`config.mk`:
```
export PLATFORM = sky130hd
export DESIGN_NAME = ppu_bank_mapper
export DESIGN_NICKNAME = d
export VERILOG_FILES = /design/src/rtl/ppu_bank_pkg.sv /design/src/rtl/ppu_bank_regfile.sv /design/src/rtl/ppu_win_router.sv /design/src/rtl/ppu_lsb_patch.sv /design/src/rtl/ppu_bank_mapper.sv
export SDC_FILE = /design/constraint.sdc
export NUM_CORES = 1
export LEC_CHECK = 0
export ABC_AREA = 1
export ABC_CLOCK_PERIOD_IN_PS = 1800
export BUFFER_PORTS_ARGS = -buffer_cell sky130_fd_sc_hd__buf_4
export CORE_MARGIN = 1.5
export CORE_UTILIZATION = 47
export CTS_BUF_LIST = sky130_fd_sc_hd__clkbuf_2 sky130_fd_sc_hd__clkbuf_4 sky130_fd_sc_hd__clkbuf_8
export CTS_CLUSTER_SIZE = 16
export DETAILED_ROUTE_END_ITERATION = 10
export PLACE_DENSITY = 0.69
export SYNTH_ARGS = -nofsm -noshare
export SYNTH_HDL_FRONTEND = slang
export SYNTH_SLANG_ARGS = --single-unit
```
`constraint.sdc`:
```
create_clock -name clk -period 1.8 [get_ports clk]
set_clock_uncertainty 0.1 [all_clocks]
set_input_delay 0.18 -clock clk [delete_from_list [all_inputs] [get_ports clk]]
set_output_delay 0.18 -clock clk [all_outputs]
set_load 0.1 [all_outputs]
```
`src/rtl/ppu_bank_pkg.sv`:
```
package ppu_bank_pkg;

  localparam int NUM_BANK_REGS = 8;
  localparam int SEL_W         = $clog2(NUM_BANK_REGS);
  localparam int NUM_WIN       = 12;
  localparam int WIN_W         = $clog2(NUM_WIN);

  typedef enum logic [1:0] {
    MAP_1K    = 2'd0,
    MAP_2K    = 2'd1,
    MAP_MIX_A = 2'd2,
    MAP_MIX_B = 2'd3
  } map_mode_e;

  // bit order matters: the nametable override decodes bits 3:0 as one value
  typedef struct packed {
    logic      prg_ram_on;  // 7
    logic      spare;       // 6
    logic      lsb_sub;     // 5
    logic      nt_rom;      // 4
    logic      arr_hi;      // 3
    logic      arr_lo;      // 2
    map_mode_e mode;        // 1:0
  } ctrl_t;

  typedef enum logic [2:0] {
    LSB_KEEP = 3'd0,
    LSB_A10  = 3'd1,
    LSB_A11  = 3'd2,
    LSB_ZERO = 3'd3,
    LSB_ONE  = 3'd4
  } lsb_src_e;

endpackage

```
`src/rtl/ppu_bank_regfile.sv`:
```
module ppu_bank_regfile
  import ppu_bank_pkg::*;
#(
  parameter int                CPU_AW       = 16,
  parameter int                BANK_W       = 8,
  parameter logic [CPU_AW-1:0] BANK_LO_BASE = 16'hD000,
  parameter logic [CPU_AW-1:0] BANK_HI_BASE = 16'hE000,
  parameter logic [CPU_AW-1:0] CTRL_ADDR    = 16'hB003
) (
  input  logic                                  clk,
  input  logic                                  rst_n,
  input  logic                                  wr_fire,
  input  logic [CPU_AW-1:0]                     cpu_addr,
  input  logic [BANK_W-1:0]                     wr_data,
  output logic [NUM_BANK_REGS-1:0][BANK_W-1:0]  bank_q,
  output ctrl_t                                 ctrl_q
);

  localparam int HALF = NUM_BANK_REGS / 2;

  for (genvar g = 0; g < NUM_BANK_REGS; g++) begin : g_bank
    localparam logic [CPU_AW-1:0] BASE = (g < HALF) ? BANK_LO_BASE : BANK_HI_BASE;
    localparam logic [CPU_AW-1:0] ADDR = BASE + CPU_AW'(g % HALF);

    always_ff @(posedge clk or negedge rst_n) begin
      if (!rst_n) begin
        bank_q[g] <= '0;
      end else if (wr_fire && cpu_addr == ADDR) begin
        bank_q[g] <= wr_data;
      end
    end
  end

  always_ff @(posedge clk or negedge rst_n) begin
    if (!rst_n) begin
      ctrl_q <= '0;
    end else if (wr_fire && cpu_addr == CTRL_ADDR) begin
      ctrl_q <= ctrl_t'(wr_data[7:0]);
    end
  end

endmodule

```
`src/rtl/ppu_win_router.sv`:
```
module ppu_win_router
  import ppu_bank_pkg::*;
(
  input  logic [WIN_W-1:0] win,
  input  map_mode_e        mode,
  input  logic             arr_lo,
  output logic [SEL_W-1:0] sel,
  output logic             dbl,
  output logic             is_nt
);

  always_comb begin
    is_nt = win[3];
    sel   = '0;
    dbl   = 1'b0;
    if (!win[3]) begin
      unique case (mode)
        MAP_1K: sel = win[2:0];
        MAP_2K: begin
          sel = {1'b0, win[2:1]};
          dbl = 1'b1;
        end
        default: begin
          if (!win[2]) begin
            sel = win[2:0];
          end else begin
            sel = win[1] ? 3'd5 : 3'd4;
            dbl = 1'b1;
          end
        end
      endcase
    end else begin
      unique case (mode)
        MAP_1K:  sel = {2'b11, (arr_lo ? win[0] : win[1])};
        MAP_2K:  sel = {1'b1, win[1:0]};
        default: sel = {2'b11, (arr_lo ? win[1] : win[0])};
      endcase
    end
  end

endmodule

```
`src/rtl/ppu_lsb_patch.sv`:
```
module ppu_lsb_patch
  import ppu_bank_pkg::*;
(
  input  ctrl_t ctrl,
  input  logic  is_nt,
  input  logic  dbl,
  input  logic  a10,
  input  logic  a11,
  input  logic  reg_lsb,
  output logic  lsb
);

  lsb_src_e src;
  logic [3:0] nt_code;

  assign nt_code = {ctrl.arr_hi, ctrl.arr_lo, ctrl.mode};

  always_comb begin
    src = LSB_KEEP;
    if (ctrl.lsb_sub) begin
      if (!is_nt) begin
        src = dbl ? LSB_A10 : LSB_KEEP;
      end else begin
        case (nt_code)
          4'd0, 4'd7:   src = LSB_A10;
          4'd3, 4'd4:   src = LSB_A11;
          4'd8, 4'd15:  src = LSB_ZERO;
          4'd11, 4'd12: src = LSB_ONE;
          default:      src = LSB_KEEP;
        endcase
      end
    end
  end

  always_comb begin
    unique case (src)
      LSB_A10:  lsb = a10;
      LSB_A11:  lsb = a11;
      LSB_ZERO: lsb = 1'b0;
      LSB_ONE:  lsb = 1'b1;
      default:  lsb = reg_lsb;
    endcase
  end

endmodule

```
`src/rtl/ppu_bank_mapper.sv`:
```
module ppu_bank_mapper
  import ppu_bank_pkg::*;
#(
  parameter int                CPU_AW       = 16,
  parameter int                BANK_W       = 8,
  parameter logic [CPU_AW-1:0] BANK_LO_BASE = 16'hD000,
  parameter logic [CPU_AW-1:0] BANK_HI_BASE = 16'hE000,
  parameter logic [CPU_AW-1:0] CTRL_ADDR    = 16'hB003,
  parameter logic [2:0]        PRG_WIN_TAG  = 3'b011
) (
  input  logic              clk,
  input  logic              rst_n,
  input  logic              wr_valid,
  output logic              wr_ready,
  input  logic [CPU_AW-1:0] cpu_addr,
  input  logic [BANK_W-1:0] wr_data,
  input  logic [3:0]        ppu_a_hi,
  output logic [BANK_W-1:0] chr_bank,
  output logic              rom_en,
  output logic              ciram_en,
  output logic              ciram_a10,
  output logic              prg_ram_en
);

  logic                                 wr_fire;
  logic [NUM_BANK_REGS-1:0][BANK_W-1:0] bank_q;
  ctrl_t                                ctrl_q;
  logic [WIN_W-1:0]                     win;
  logic [SEL_W-1:0]                     sel;
  logic                                 dbl;
  logic                                 is_nt;
  logic [BANK_W-1:0]                    bank_raw;
  logic                                 lsb;

  assign wr_ready = 1'b1;
  assign wr_fire  = wr_valid & wr_ready;

  ppu_bank_regfile #(
    .CPU_AW      (CPU_AW),
    .BANK_W      (BANK_W),
    .BANK_LO_BASE(BANK_LO_BASE),
    .BANK_HI_BASE(BANK_HI_BASE),
    .CTRL_ADDR   (CTRL_ADDR)
  ) u_regs (
    .clk     (clk),
    .rst_n   (rst_n),
    .wr_fire (wr_fire),
    .cpu_addr(cpu_addr),
    .wr_data (wr_data),
    .bank_q  (bank_q),
    .ctrl_q  (ctrl_q)
  );

  // A13 set folds $2xxx and $3xxx onto the four nametable windows
  assign win = ppu_a_hi[3] ? {2'b10, ppu_a_hi[1:0]} : {1'b0, ppu_a_hi[2:0]};

  ppu_win_router u_router (
    .win   (win),
    .mode  (ctrl_q.mode),
    .arr_lo(ctrl_q.arr_lo),
    .sel   (sel),
    .dbl   (dbl),
    .is_nt (is_nt)
  );

  assign bank_raw = bank_q[sel];

  ppu_lsb_patch u_lsb (
    .ctrl   (ctrl_q),
    .is_nt  (is_nt),
    .dbl    (dbl),
    .a10    (ppu_a_hi[0]),
    .a11    (ppu_a_hi[1]),
    .reg_lsb(bank_raw[0]),
    .lsb    (lsb)
  );

  assign chr_bank   = {bank_raw[BANK_W-1:1], lsb};
  assign rom_en     = !is_nt || ctrl_q.nt_rom;
  assign ciram_en   = is_nt && !ctrl_q.nt_rom;
  assign ciram_a10  = ciram_en & lsb;
  assign prg_ram_en = ctrl_q.prg_ram_on && (cpu_addr[CPU_AW-1 -: 3] == PRG_WIN_TAG);

endmodule

```
==> impl.org, run 1 <==
** Global route
- Antenna violations before repair :: 0
- For this run, the total global-route usage over all layers was measured as 26.03%.
- Largest net degree at the start of global routing :: 41
- GRT overflow :: 0
- Global-route wire length before repair :: 16480 um
- Vias in the first global route :: 3404

** Synthesis
- In the post-synthesis netlist, the biggest area contributors are dfrtp_1 (50%), nand2_1 (14%), o21ai_0 (14%), nor2_1 (3.9%), inv_1 (2.9%).
- Netlist cell types :: 30
- Number of enable flip-flop cells after synthesis :: 0
- Counting flops with an async set or reset pin after synthesis yields a share of 100.0%.
- Yosys printed 0 warnings.
- Sequential cell area fraction in the yosys report :: 49.62%
- Post-synthesis average cell area :: 8.011 um2
- In the post-synthesis netlist, the cell with the most instances is nand2_1.
- Most frequently used flop master after synthesis :: dfrtp_1
- Cell type with the highest aggregate area in the netlist :: dfrtp_1
- The commonest cells after synthesis are nand2_1 (133), o21ai_0 (97), dfrtp_1 (71), nor2_1 (37), inv_1 (28).
- In this run the biggest area consumer among cell types represents between 40% and 50% of the synthesized area.
- Synthesis produced a netlist with a net count of ~480.
- Netlist area before placement :: 3581 um2
- Counting flops and latches in the post-synthesis netlist gives between 70 and 80.
- Synthesis produced a netlist whose cell count is 447.

** Cells and area
- Fill cells in the final layout number 563.
- Non-filler instance count after layout :: ~640
- Diodes inserted :: 0
- Area growth from synthesis to final layout :: 40.88%
- Net total in the final layout :: 567
- Layout cell share with drive strength beyond 1 :: between 30% and 40%

** Worst setup path
- Startpoint type of the worst setup path :: flop
- Type of element capturing the critical path :: primary output
- Along the worst path, the maximum fanout reaches 8.
- Most used cell along the critical path :: nand2_2
- The largest single stage delay on the critical path is 470 ps.
- The worst register-to-register path has a depth of 3.
- Required time worst endpoint :: 1520 ps
- In this design, the largest share of critical-path delay is due to simple AND/OR/NAND/NOR gates.
- Data arrival time at the worst-slack endpoint :: 2270 ps
- Type of the worst setup path :: reg -> out
- The critical path crosses 14 cells after its start point.
- Cells along the critical path :: buf_4 > nand2_2 > nand2_2 > nand2_4 > nand2_2 > o21ai_4 > buf_12 > nand3_2 > nand2_1 > nand2_1 > nand3_2 > nand2_2 > nor2_4 > buf_12
- Worst path bufs/invs :: 3
- Critical path's slowest cell :: dfrtp_2

** STA
- Setup repair after global routing could not meet its margin everywhere.
- Setup violations remaining at the end of the flow were counted as 9.
- In the post-route analysis, the smallest setup slack over all paths is -748.0 ps.
- The worst path in the final design needs a cycle of 2548 ps, including I/O delays and setup.
- Dividing the final minimum period by the clock period gives 141.6%.
- Number of max-slew violations in the final report :: 0
- Maximum frequency from static timing analysis :: roughly 390 MHz
- Final Hold Slack :: 113.9 ps
- Final-report hold violation count :: 0

** Placed design
- Final weighted congestion of routability-driven global placement :: 0.8714
- Post-detailed-placement half-perimeter wirelength :: 6808 um
- # port buffers :: between 40 and 50
- Number of placed instances, taps included :: 612

** CTS
- Clk sinks :: 71
- Clock-pin slew was measured on the worst setup and hold paths at about 70 ps.
- TritonCTS built the clock tree.
- Root buffer cell :: clkbuf_8
- Counting along the longest clock path gives a buffer depth of 2.
- H-tree lvl count :: 3
- Clock latency on the worst-skew pair, taken at its later pin, is 340 ps.
- TritonCTS Buffers :: 9

** Run status
- Result of the run :: complete, but fails checks
- The checks that failed: negative setup slack.

** Detailed routing
- In the routed layout, each cell is associated on average with a via count of approximately 5.4.
- Total Wirelength :: 10420 um
- Via count :: 3459
- Drt drc :: 0
- After the first detailed-routing iteration, the DRC count stood at 241.
- Final antenna-violating net count :: 0
- For this run, the detailed router's first-pass iteration total came to 4.
- Routed wire per std cell :: ~16 um

** Power and ir drop
- Ratio of total power to cell area :: 740.5 nW/um2
- Worst IR drop on VDD :: 0.0006856 V
- Leak :: 2.300 nW
- Total power consumption of the routed design :: 0.003736 W

** Die
- The initialized floorplan defines 31 standard-cell rows.
- The die covers 8151 um2.
- Measured along the x axis, the die boundary spans 90.29 um.
- The die is 90.29 um tall.
- Initial core utilization :: 48.85%
- I/O pin count :: 44
- Std-Cell Core Area :: 7331 um2

** Worst hold path
- Along the worst hold path, the cell count comes to 3.
- The worst hold path belongs to the class in -> reg.

** Flow run
- Across the run, the number of max-cap violations was 0.
[final timing paths]
kind                                                    start                       endpoint  slack [ps]
min in group asynchronous                               rst_n  u_regs.bank_q[59]$_DFFE_PN0P_         220
worst max register to register   u_regs.ctrl_q[0]$_DFFE_PN0P_   u_regs.ctrl_q[0]$_DFFE_PN0P_         810
worst max-delay path             u_regs.ctrl_q[1]$_DFFE_PN0P_                      ciram_a10        -750
worst min-delay path                               wr_data[6]  u_regs.bank_q[38]$_DFFE_PN0P_         110
worst min register to register  u_regs.bank_q[45]$_DFFE_PN0P_  u_regs.bank_q[45]$_DFFE_PN0P_         390
max in group asynchronous                               rst_n   u_regs.ctrl_q[1]$_DFFE_PN0P_         800
[worst register-to-register path: cells and delay by family, from the launching register on]
kind,cells,cell delay [ps]
flops,1,470
compound gates,1,80
buf+inv,1,160
simple gates,1,50
[where the power goes]
group	switching (W)	internal, W	total (W)
clock	0.000604	0.000770	0.00137
combinational	0.000479	0.000288	0.000767
sequential	0.000000381	0.00159	0.00159
total	0.00108	0.00265	0.00374
[cell type report]
class                      instances  area (um2)  area share (%)
clock inverter                     6       86.33           1.711
inverter                          32       135.1           2.679
tap                               99       123.9           2.455
sequential                        71        1779           35.27
multi-input combinational        326        1851           36.68
clock buffer                       9       123.9           2.455
timing repair buffer              96       945.9           18.75
[placed cells by master, fill, tap and decap left out, drive strengths merged]
| cell | n |
|---|---|
| nand4 | 1 |
| o21a | 2 |
| nand2 | 136 |
| bufinv | 2 |
| clkinvlp | 1 |
| conb | 1 |
| or2 | 1 |
| clkbuf | 10 |
| o21ai | 102 |
| buf | 94 |
| dfrtp | 71 |
| nand3b | 2 |
| inv | 31 |
| nor3 | 4 |
| o22ai | 14 |
| nand3 | 17 |
| nor2 | 37 |
| dlygate4sd3 | 1 |
| a21oi | 3 |
| or4 | 1 |
| nor4 | 5 |
| clkinv | 4 |
[through the flow]
| step | worst slack, ps | TNS (ps) | cell area [um2] | utilization (%) |
|---|---|---|---|---|
| 2_1_floorplan | -655.4 | -1708 | 3781 | - |
| 3_3_place_gp | -406.5 | -4835 | 4398 | 59.99 |
| 3_5_place_dp | -487.9 | -5992 | 4398 | 59.99 |
| 4_1_cts | -639.5 | -5523 | 4906 | 66.92 |
| 5_1_grt | -848.8 | -7003 | 5045 | 68.82 |
| 6_report | -748.0 | -6059 | 5045 | 68.82 |
[kinds of logic after synthesis]
logic type | Yosys count | synth area share, %
simple gates | 204 | 24.46
compound gates | 121 | 18.06
flops | 71 | 49.62
buf+inv | 50 | 7.757
other cells | 1 | 0.1047
[layer usage]
layer,vias to the layer above,wire length (um),global-route usage (%)
li1,1653,-,-
met1,1652,4361,33.33
met2,125,5275,43.56
met3,29,444,3.030
met4,0,340,13.36
met5,-,0,0
[registers in the layout, summed over array words and instances (netlist names)]
name,count
u_regs.ctrl_q,7
u_regs.bank_q,64
[what timing repair did]
item	4_1_cts	5_1_grt
setup endpoints to repair	9	9
gates resized for setup	59	31
hold buffers	1	0
pin swaps	24	25
hold endpoints to repair	31	0
setup buffers	5	5
gates cloned	2	1
No activity file was read; power rests on OpenSTA's default activity.
==> run 2: changes to the inputs <==
--- a/config.mk
+++ b/config.mk
@@ -9,11 +9,10 @@
 export ABC_CLOCK_PERIOD_IN_PS = 1800
 export BUFFER_PORTS_ARGS = -buffer_cell sky130_fd_sc_hd__buf_4
 export CORE_MARGIN = 1.5
-export CORE_UTILIZATION = 47
+export CORE_UTILIZATION = 30
 export CTS_BUF_LIST = sky130_fd_sc_hd__clkbuf_2 sky130_fd_sc_hd__clkbuf_4 sky130_fd_sc_hd__clkbuf_8
 export CTS_CLUSTER_SIZE = 16
 export DETAILED_ROUTE_END_ITERATION = 10
-export PLACE_DENSITY = 0.69
 export SYNTH_ARGS = -nofsm -noshare
 export SYNTH_HDL_FRONTEND = slang
 export SYNTH_SLANG_ARGS = --single-unit
==> run 2 against run 1 <==
Against the previous run:
- worst hold slack got worse by 8.6 ps
- non-clock buffer count fell by 5
- combinational power rose by 3.1%
- setup slack improved by 25 ps
- largest power group unchanged
- cell count rose by 6.1%
- the flow still finishes with violations (negative setup slack)
- clock power barely moved
- routed wire length rose by 0.72%
- largest cell class unchanged
- core utilization fell by 25 points
- highest routed layer unchanged
==> impl.org, run 2 (synthesis results as in run 1) <==
** Die
- I/O pin count :: 44
- The initial utilization of the core area, before any placement, comes to 31.10%.
- Vertical die dimension :: 112.3 um
- Die span in x :: 112.3 um
- The region available for standard cell placement spans 11520 um2.
- Number of core rows :: 39
- Area of the die :: 12600 um2

** Detailed routing
- Final antenna-violating net count :: 0
- For this run, design rule violations remaining after detail routing come to 0.
- After the first detailed-routing iteration, the DRC count stood at 221.
- Total Wirelength :: around 10000 um
- After detailed routing, the number of vias per cell comes to roughly 5.
- Summing over every cut layer, the via total after detailed routing is approximately 3400.
- Count of TritonRoute iterations in the first routing pass :: 8
- After detailed routing, the average wire length per cell comes to 15.48 um.

** Cells and area
- Relative to the synthesized area, the layout overhead comes to 42.03%.
- Layout cell share with drive strength beyond 1 :: between 30% and 40%
- Most frequent cells in the layout :: nand2_1 (100), o21ai_0 (84), buf_4 (70)
- The library cell used most frequently in the layout, excluding fill and tap cells, is nand2_1.
- Non-filler instance count after layout :: 678
- The largest registers in the layout are u_regs.bank_q (64), u_regs.ctrl_q (7).
- The register with the most flip-flops in the final layout is u_regs.bank_q.
- Cells fill 44.17% of the core in the end.
- Net total in the final layout :: 562
- Diodes inserted :: 0
- Number of flip-flops in the largest register :: 64

** Placed design
- Summed over all nets, the half-perimeter wirelength after detailed placement is around 7000 um.
- Port buffering added 42 buffers.
- Final weighted congestion of routability-driven global placement :: 0.8579
- Including well taps, the total number of placed cells is 656.
- Worst setup slack before clock tree synthesis :: -508.9 ps

** Global route
- For this run, global-route usage on met1 was measured as between 20% and 30%.
- The initial antenna violation count was 0.
- Global routing used 4.050% of the available met3 tracks.
- Largest net degree at the start of global routing :: between 40 and 50
- Summed over all layers, the global routing overflow is 0.
- After global routing, the most crowded layer is met2.
- Global-route wire length before repair :: 17370 um
- Global-route usage over all layers :: 17.33%
- Vias in the first global route :: around 3500
- Met2 usage :: 29.12%

** STA
- The number of max-slew violations in the final report was 0.
- Setup violations remaining at the end of the flow were counted as 9.
- RSZ-0062 raised after global routing :: true
- Once routing completed, OpenROAD measured the worst setup slack at -723.1 ps.
- Timing would allow up to 396.3 MHz.
- The final hold violation count came to 0.
- Counting I/O delays and the setup requirement, the final critical path takes 2523 ps.
- Dividing the final minimum period by the clock period gives 140.2%.

** Worst setup path
- Data arrival time at the worst-slack endpoint :: 2240 ps
- Along the worst path, the maximum fanout reaches 28.
- The critical path starts at u_regs.ctrl_q[1]$_DFFE_PN0P_.
- For the worst setup path, the data required time is around 1500 ps.
- Startpoint type of the worst setup path :: flop
- In this run the register-to-register setup slack is around 800 ps.
- STA classifies the critical path endpoint as a primary output.
- Critical path endpoint :: chr_bank[5]
- The worst register-to-register path begins at u_regs.ctrl_q[0]$_DFFE_PN0P_.
- Type of the worst setup path :: reg -> out
- Worst reg-to-reg path cell count :: 3
- Endpoint of the worst-slack reg-to-reg timing path :: u_regs.ctrl_q[0]$_DFFE_PN0P_

** CTS
- TritonCTS Buffers :: 9
- The root buffer cell chosen for the clock tree is clkbuf_8.
- TritonCTS built the clock tree.
- Insertion delay of the later-clocked pin in the worst-skew pair :: 340 ps
- The longest clock path from root to sink contains 2 buffers.
- CTS clk-pin slew, worst paths :: 80 ps
- CTS built an H-tree with a depth of 3.
- Clk sinks :: 71

** Run status
- The checks that failed: negative setup slack.
- Result of the run :: complete, but fails checks

** Power and ir drop
- Ratio of total power to cell area :: ~740 nW/um2
- Leak :: 2.287 nW
- VDD sags by at most 0.0003357 V.

** Worst hold path
- Type of the tightest min-delay check :: in -> reg

** Flow run
- Count of max-cap constraint violations :: 0
[run 2: cell count changes in the layout (fill, tap and decap cells not counted), moves of 2 or more]
cell / before / now
buf_6: 6 / 2
nand3_1: 8 / 10
nor2_2: 2 / 4
o21ai_0: 90 / 84
nand3_4: 1 / 3
o21ai_1: 9 / 15
nand3_2: 8 / 4
o22ai_1: 12 / 9
buf_16: 0 / 2
buf_4: 73 / 70
o22ai_2: 2 / 5
[run 2: worst max-delay path, stage by stage, from the launching register on]
cell	delay [ps]
dfrtp_2	480
nor2_4	150
nand2_1	90
nand3_2	90
nand3_4	100
nand2_8	150
clkinv_8	130
o21ai_1	220
o22ai_2	120
nand2_2	120
nand2_8	60
buf_12	160
[run 2: area by class of cell]
type | instances | area [um2]
Clock buffer | 9 | 123.9
Clock inverter | 6 | 86.33
Fill cell | 1141 | 6430
Inverter | 32 | 135.1
Multi-Input combinational cell | 326 | 1859
Sequential cell | 71 | 1779
Tap cell | 143 | 178.9
Timing Repair Buffer | 91 | 923.4
[run 2: how the worst min path moves through the flow]
stage	startpoint	end	depth (start not counted)
after floorplan	rst_n	u_regs.bank_q[0]$_DFFE_PN0P_	0
after global placement	rst_n	u_regs.ctrl_q[4]$_DFFE_PN0P_	1
after detailed placement	rst_n	u_regs.ctrl_q[4]$_DFFE_PN0P_	1
after CTS	wr_data[6]	u_regs.bank_q[6]$_DFFE_PN0P_	3
after global routing	wr_data[6]	u_regs.bank_q[38]$_DFFE_PN0P_	3
final	wr_data[6]	u_regs.bank_q[6]$_DFFE_PN0P_	3
[run 2: timing repair]
action                     CTS  global route
resized for setup           60            35
setup endpoints to repair    9             9
buffers inserted             3             1
pin swaps                   16             7
cloned                       2             0
hold buffers                 1             0
hold endpoints to repair    30             0
[run 2: through the flow]
stage          TNS [ps]  hold WS (ps)  area, um2  power (W)
3_3_place_gp      -4220         51.22       4441   0.002254
3_5_place_dp      -5466         58.83       4441   0.002262
2_1_floorplan     -1708        -215.6       3781   0.002059
5_1_grt           -7247         130.5       5086   0.003902
6_report          -6315         105.3       5086   0.003770
4_1_cts           -5849         113.1       4970   0.003758
[run 2: per-layer routing]
| metal | vias up | part of all wire, % |
|---|---|---|
| met5 | - | 0 |
| met4 | 0 | 1.6 |
| met3 | 18 | 6.2 |
| met2 | 101 | 48 |
| met1 | 1624 | 44 |
| li1 | 1652 | - |
[run 2: power breakdown]
group | internal, W | switching [W]
clock network | 0.000770 | 0.000615
registers | 0.00159 | 0.000000369
logic | 0.000305 | 0.000486
total | 0.00267 | 0.00110
==> run 3: changes to the inputs <==
--- a/config.mk
+++ b/config.mk
@@ -9,7 +9,7 @@
 export ABC_CLOCK_PERIOD_IN_PS = 1800
 export BUFFER_PORTS_ARGS = -buffer_cell sky130_fd_sc_hd__buf_4
 export CORE_MARGIN = 1.5
-export CORE_UTILIZATION = 30
+export CORE_UTILIZATION = 40
 export CTS_BUF_LIST = sky130_fd_sc_hd__clkbuf_2 sky130_fd_sc_hd__clkbuf_4 sky130_fd_sc_hd__clkbuf_8
 export CTS_CLUSTER_SIZE = 16
 export DETAILED_ROUTE_END_ITERATION = 10
==> run 3 against run 2 <==
Against the previous run:
- the run still ends with negative setup slack left
- sequential power hardly changed
- sequential share of layout area is 0.15 points lower
- die area is 24% lower
- core utilization is 15 points higher
- clock power is 5% higher
- via count is 0.53% lower
- register-to-register slack worse by 80 ps
- worst hold slack better by 27 ps
- first-iteration DRC count is 5.4% lower
- cell count is 4.9% lower
- setup slack worse by 13 ps
- critical path type unchanged
- highest routed layer unchanged
==> impl.org, run 3 (synthesis results as in run 1) <==
** Worst setup path
- In this run the worst setup path begins at u_regs.ctrl_q[0]$_DFFE_PN0P_.
- Data on the critical path arrives at its endpoint at ~2300 ps.
- For the worst flop-to-flop path, the logic depth is 4.
- Required time worst endpoint :: 1520 ps
- Endpoint of the worst-slack reg-to-reg timing path :: u_regs.ctrl_q[0]$_DFFE_PN0P_
- Startpoint type of the worst setup path :: flop
- The startpoint identified for the worst register-to-register timing path is u_regs.ctrl_q[0]$_DFFE_PN0P_.
- STA classifies the critical path endpoint as a primary output.
- In this run the worst path has a maximum fanout of 6.
- Across all register-to-register paths, the minimum setup slack is 720 ps.
- Type of the worst setup path :: reg -> out

** Power and ir drop
- Worst IR drop on VDD :: between 0.0005 and 0.0006 V
- Leak :: 2.307 nW
- Ratio of total power to cell area :: 751.4 nW/um2
- Total power consumption of the routed design :: approximately 0.0038 W

** Placed design
- Post-detailed-placement half-perimeter wirelength :: around 7000 um
- The placed instances occupy a cell area of 4429 um2.
- Final weighted congestion of routability-driven global placement :: 0.8869
- Input and output buffers added on the ports amount to 42.
- Counting tap cells, the placed design contains a total of slightly above 600 instances.

** Global route
- Antenna violations before repair :: 0
- Vias in the first global route :: between 3000 and 4000
- After global routing the overflow that remains totals 0.
- Global routing used 21.51% of the available tracks.
- Largest net degree at the start of global routing :: 32
- The first global-routing pass estimated 16200 um of wire.

** Worst hold path
- The worst hold path was traced through 3 stages.
- Type of the tightest min-delay check :: in -> reg
- HP Start :: wr_data[6]
- Hold Path End :: u_regs.bank_q[6]$_DFFE_PN0P_

** STA
- Setup repair after global routing could not meet its margin everywhere.
- Number of max-slew violations in the final report :: 0
- Setup violations remaining at the end of the flow were counted as 9.
- Final-report hold violation count :: 0
- Shortest period the worst path allows :: 2537 ps
- Timing would allow up to 394.2 MHz.
- The final critical path takes up 140.9% of the cycle.
- Setup slack on the critical path of the routed design comes to -736.6 ps.

** Cells and area
- Once layout is complete, the utilization of the core stands at about three fifths.
- Non-filler instance count after layout :: 645
- Registers with the most flip-flops :: u_regs.bank_q (64), u_regs.ctrl_q (7)
- Leaving out fill and tap cells, the most frequent cells in the layout are nand2_1 (98), o21ai_0 (88), buf_4 (71).
- Area growth from synthesis to final layout :: 42.63%
- Ranked by flip-flop count, first place goes to u_regs.bank_q.
- The post-route netlist has 34.64% of its cells at a drive strength greater than 1.
- In the final design database the tool counted about 560 nets.
- The finished cells cover 5107 um2.
- Diodes inserted :: 0
- Number of flip-flops in the largest register :: 64
- Filler cells :: between 700 and 800
- Most frequent standard cell in the layout excluding fill and tap cells :: nand2_1

** Detailed routing
- For this block, the routed nets add up to just over 10000 um of wire.
- The count of nets left with antenna violations once routing finished came out at 0.
- After the first detailed-routing iteration, the DRC count stood at between 200 and 250.
- For this run, design rule violations remaining after detail routing come to 0.
- Count of TritonRoute iterations in the first routing pass :: 4
- Via count :: 3377
- After detailed routing, the number of vias per cell comes to around 5.2.
- Routed wire per std cell :: 16.08 um

** Run status
- The final reports fail on negative setup slack.
- Result of the run :: complete, but fails checks

** CTS
- H-tree lvl count :: 3
- The tree is rooted in a clkbuf_8.
- Insertion delay of the later-clocked pin in the worst-skew pair :: 340 ps
- The longest clock path from root to sink contains 2 buffers.
- After clock tree synthesis, the clock-pin slew on the worst setup and hold paths is 80 ps.
- TritonCTS built the clock tree.
- TritonCTS Buffers :: 9
- Clk sinks :: 71

** Die
- 44 I/O pins were placed.
- The floorplan has 34 rows.
- The floorplan step set the die height to 97.62 um.
- Die span in x :: 97.62 um
- Std-Cell Core Area :: 8678 um2
- Area of the die :: 9529 um2
- Once the floorplan was initialized, standard cells occupied 41.26% of the core.

** Flow run
- Across the run, the number of max-cap violations was 0.
[run 3: changes by cell type in the layout (fill, tap and decap cells not counted), sizes merged]
cell | previous run | this run
buf | 90 | 88
clkbuf | 9 | 14
clkinv | 4 | 1
clkinvlp | 1 | 2
inv | 31 | 32
[run 3: how the worst max path moves through the flow]
stage,end,slack (ps),depth (start not counted)
floorplan,ciram_a10,-660,3
finish,chr_bank[4],-740,12
detailed placement,chr_bank[5],-460,11
global placement,ciram_a10,-400,14
CTS,chr_bank[0],-710,14
global route,ciram_a10,-900,13
[run 3: layout make-up]
| cell class | instances | area [um2] | share of cell area (%) |
|---|---|---|---|
| clock buffers | 11 | 151.4 | 2.964 |
| clock inverters | 5 | 80.08 | 1.568 |
| inverters | 32 | 137.6 | 2.695 |
| multi-input cells | 326 | 1892 | 37.04 |
| flip-flops and latches | 71 | 1779 | 34.84 |
| well taps | 108 | 135.1 | 2.646 |
| repair buffers | 92 | 932.1 | 18.25 |
[run 3: metal layers]
metal / track usage, % / wire length (um)
met4: 7.363 / 235
met3: 3.453 / 430
met1: 29.57 / 4655
met5: 0 / 0
met2: 34.62 / 5047
[run 3: per-stage QoR]
step                      TNS (ps)  setup WS, ps  hold WS, ps
final                        -6355        -736.6        132.8
after global routing         -7562        -899.3        161.9
after CTS                    -6183        -709.5        113.5
after detailed placement     -4150        -459.3        31.95
after global placement       -3391        -403.4        25.88
after floorplan              -1708        -655.4       -215.6
[run 3: critical path, cell delays in order (launching register included)]
cell and delay [ps]:
dfrtp_2 460, buf_6 140, nand3_4 70, nand2_2 50
nor2_2 110, nand2_2 110, nand2_8 150, clkbuf_16 170
o21ai_0 70, o22ai_1 190, nand2_2 120, nand2_8 90
buf_12 160
[run 3: repair_timing]
action,4_1_cts,5_1_grt
pin swaps,0,16
hold buffers,1,0
resized for setup,38,58
setup buffers,1,2
hold endpoints to repair,26,0
cloned,0,3
endpoints found under the setup margin,9,9
[run 3: power breakdown]
group          total, W  switching, W  internal, W  leakage (nW)
Clock           0.00146      0.000605     0.000853         0.112
Combinational  0.000785      0.000489     0.000296          1.21
Sequential      0.00159   0.000000399      0.00159         0.989
Total           0.00384       0.00109      0.00274          2.31
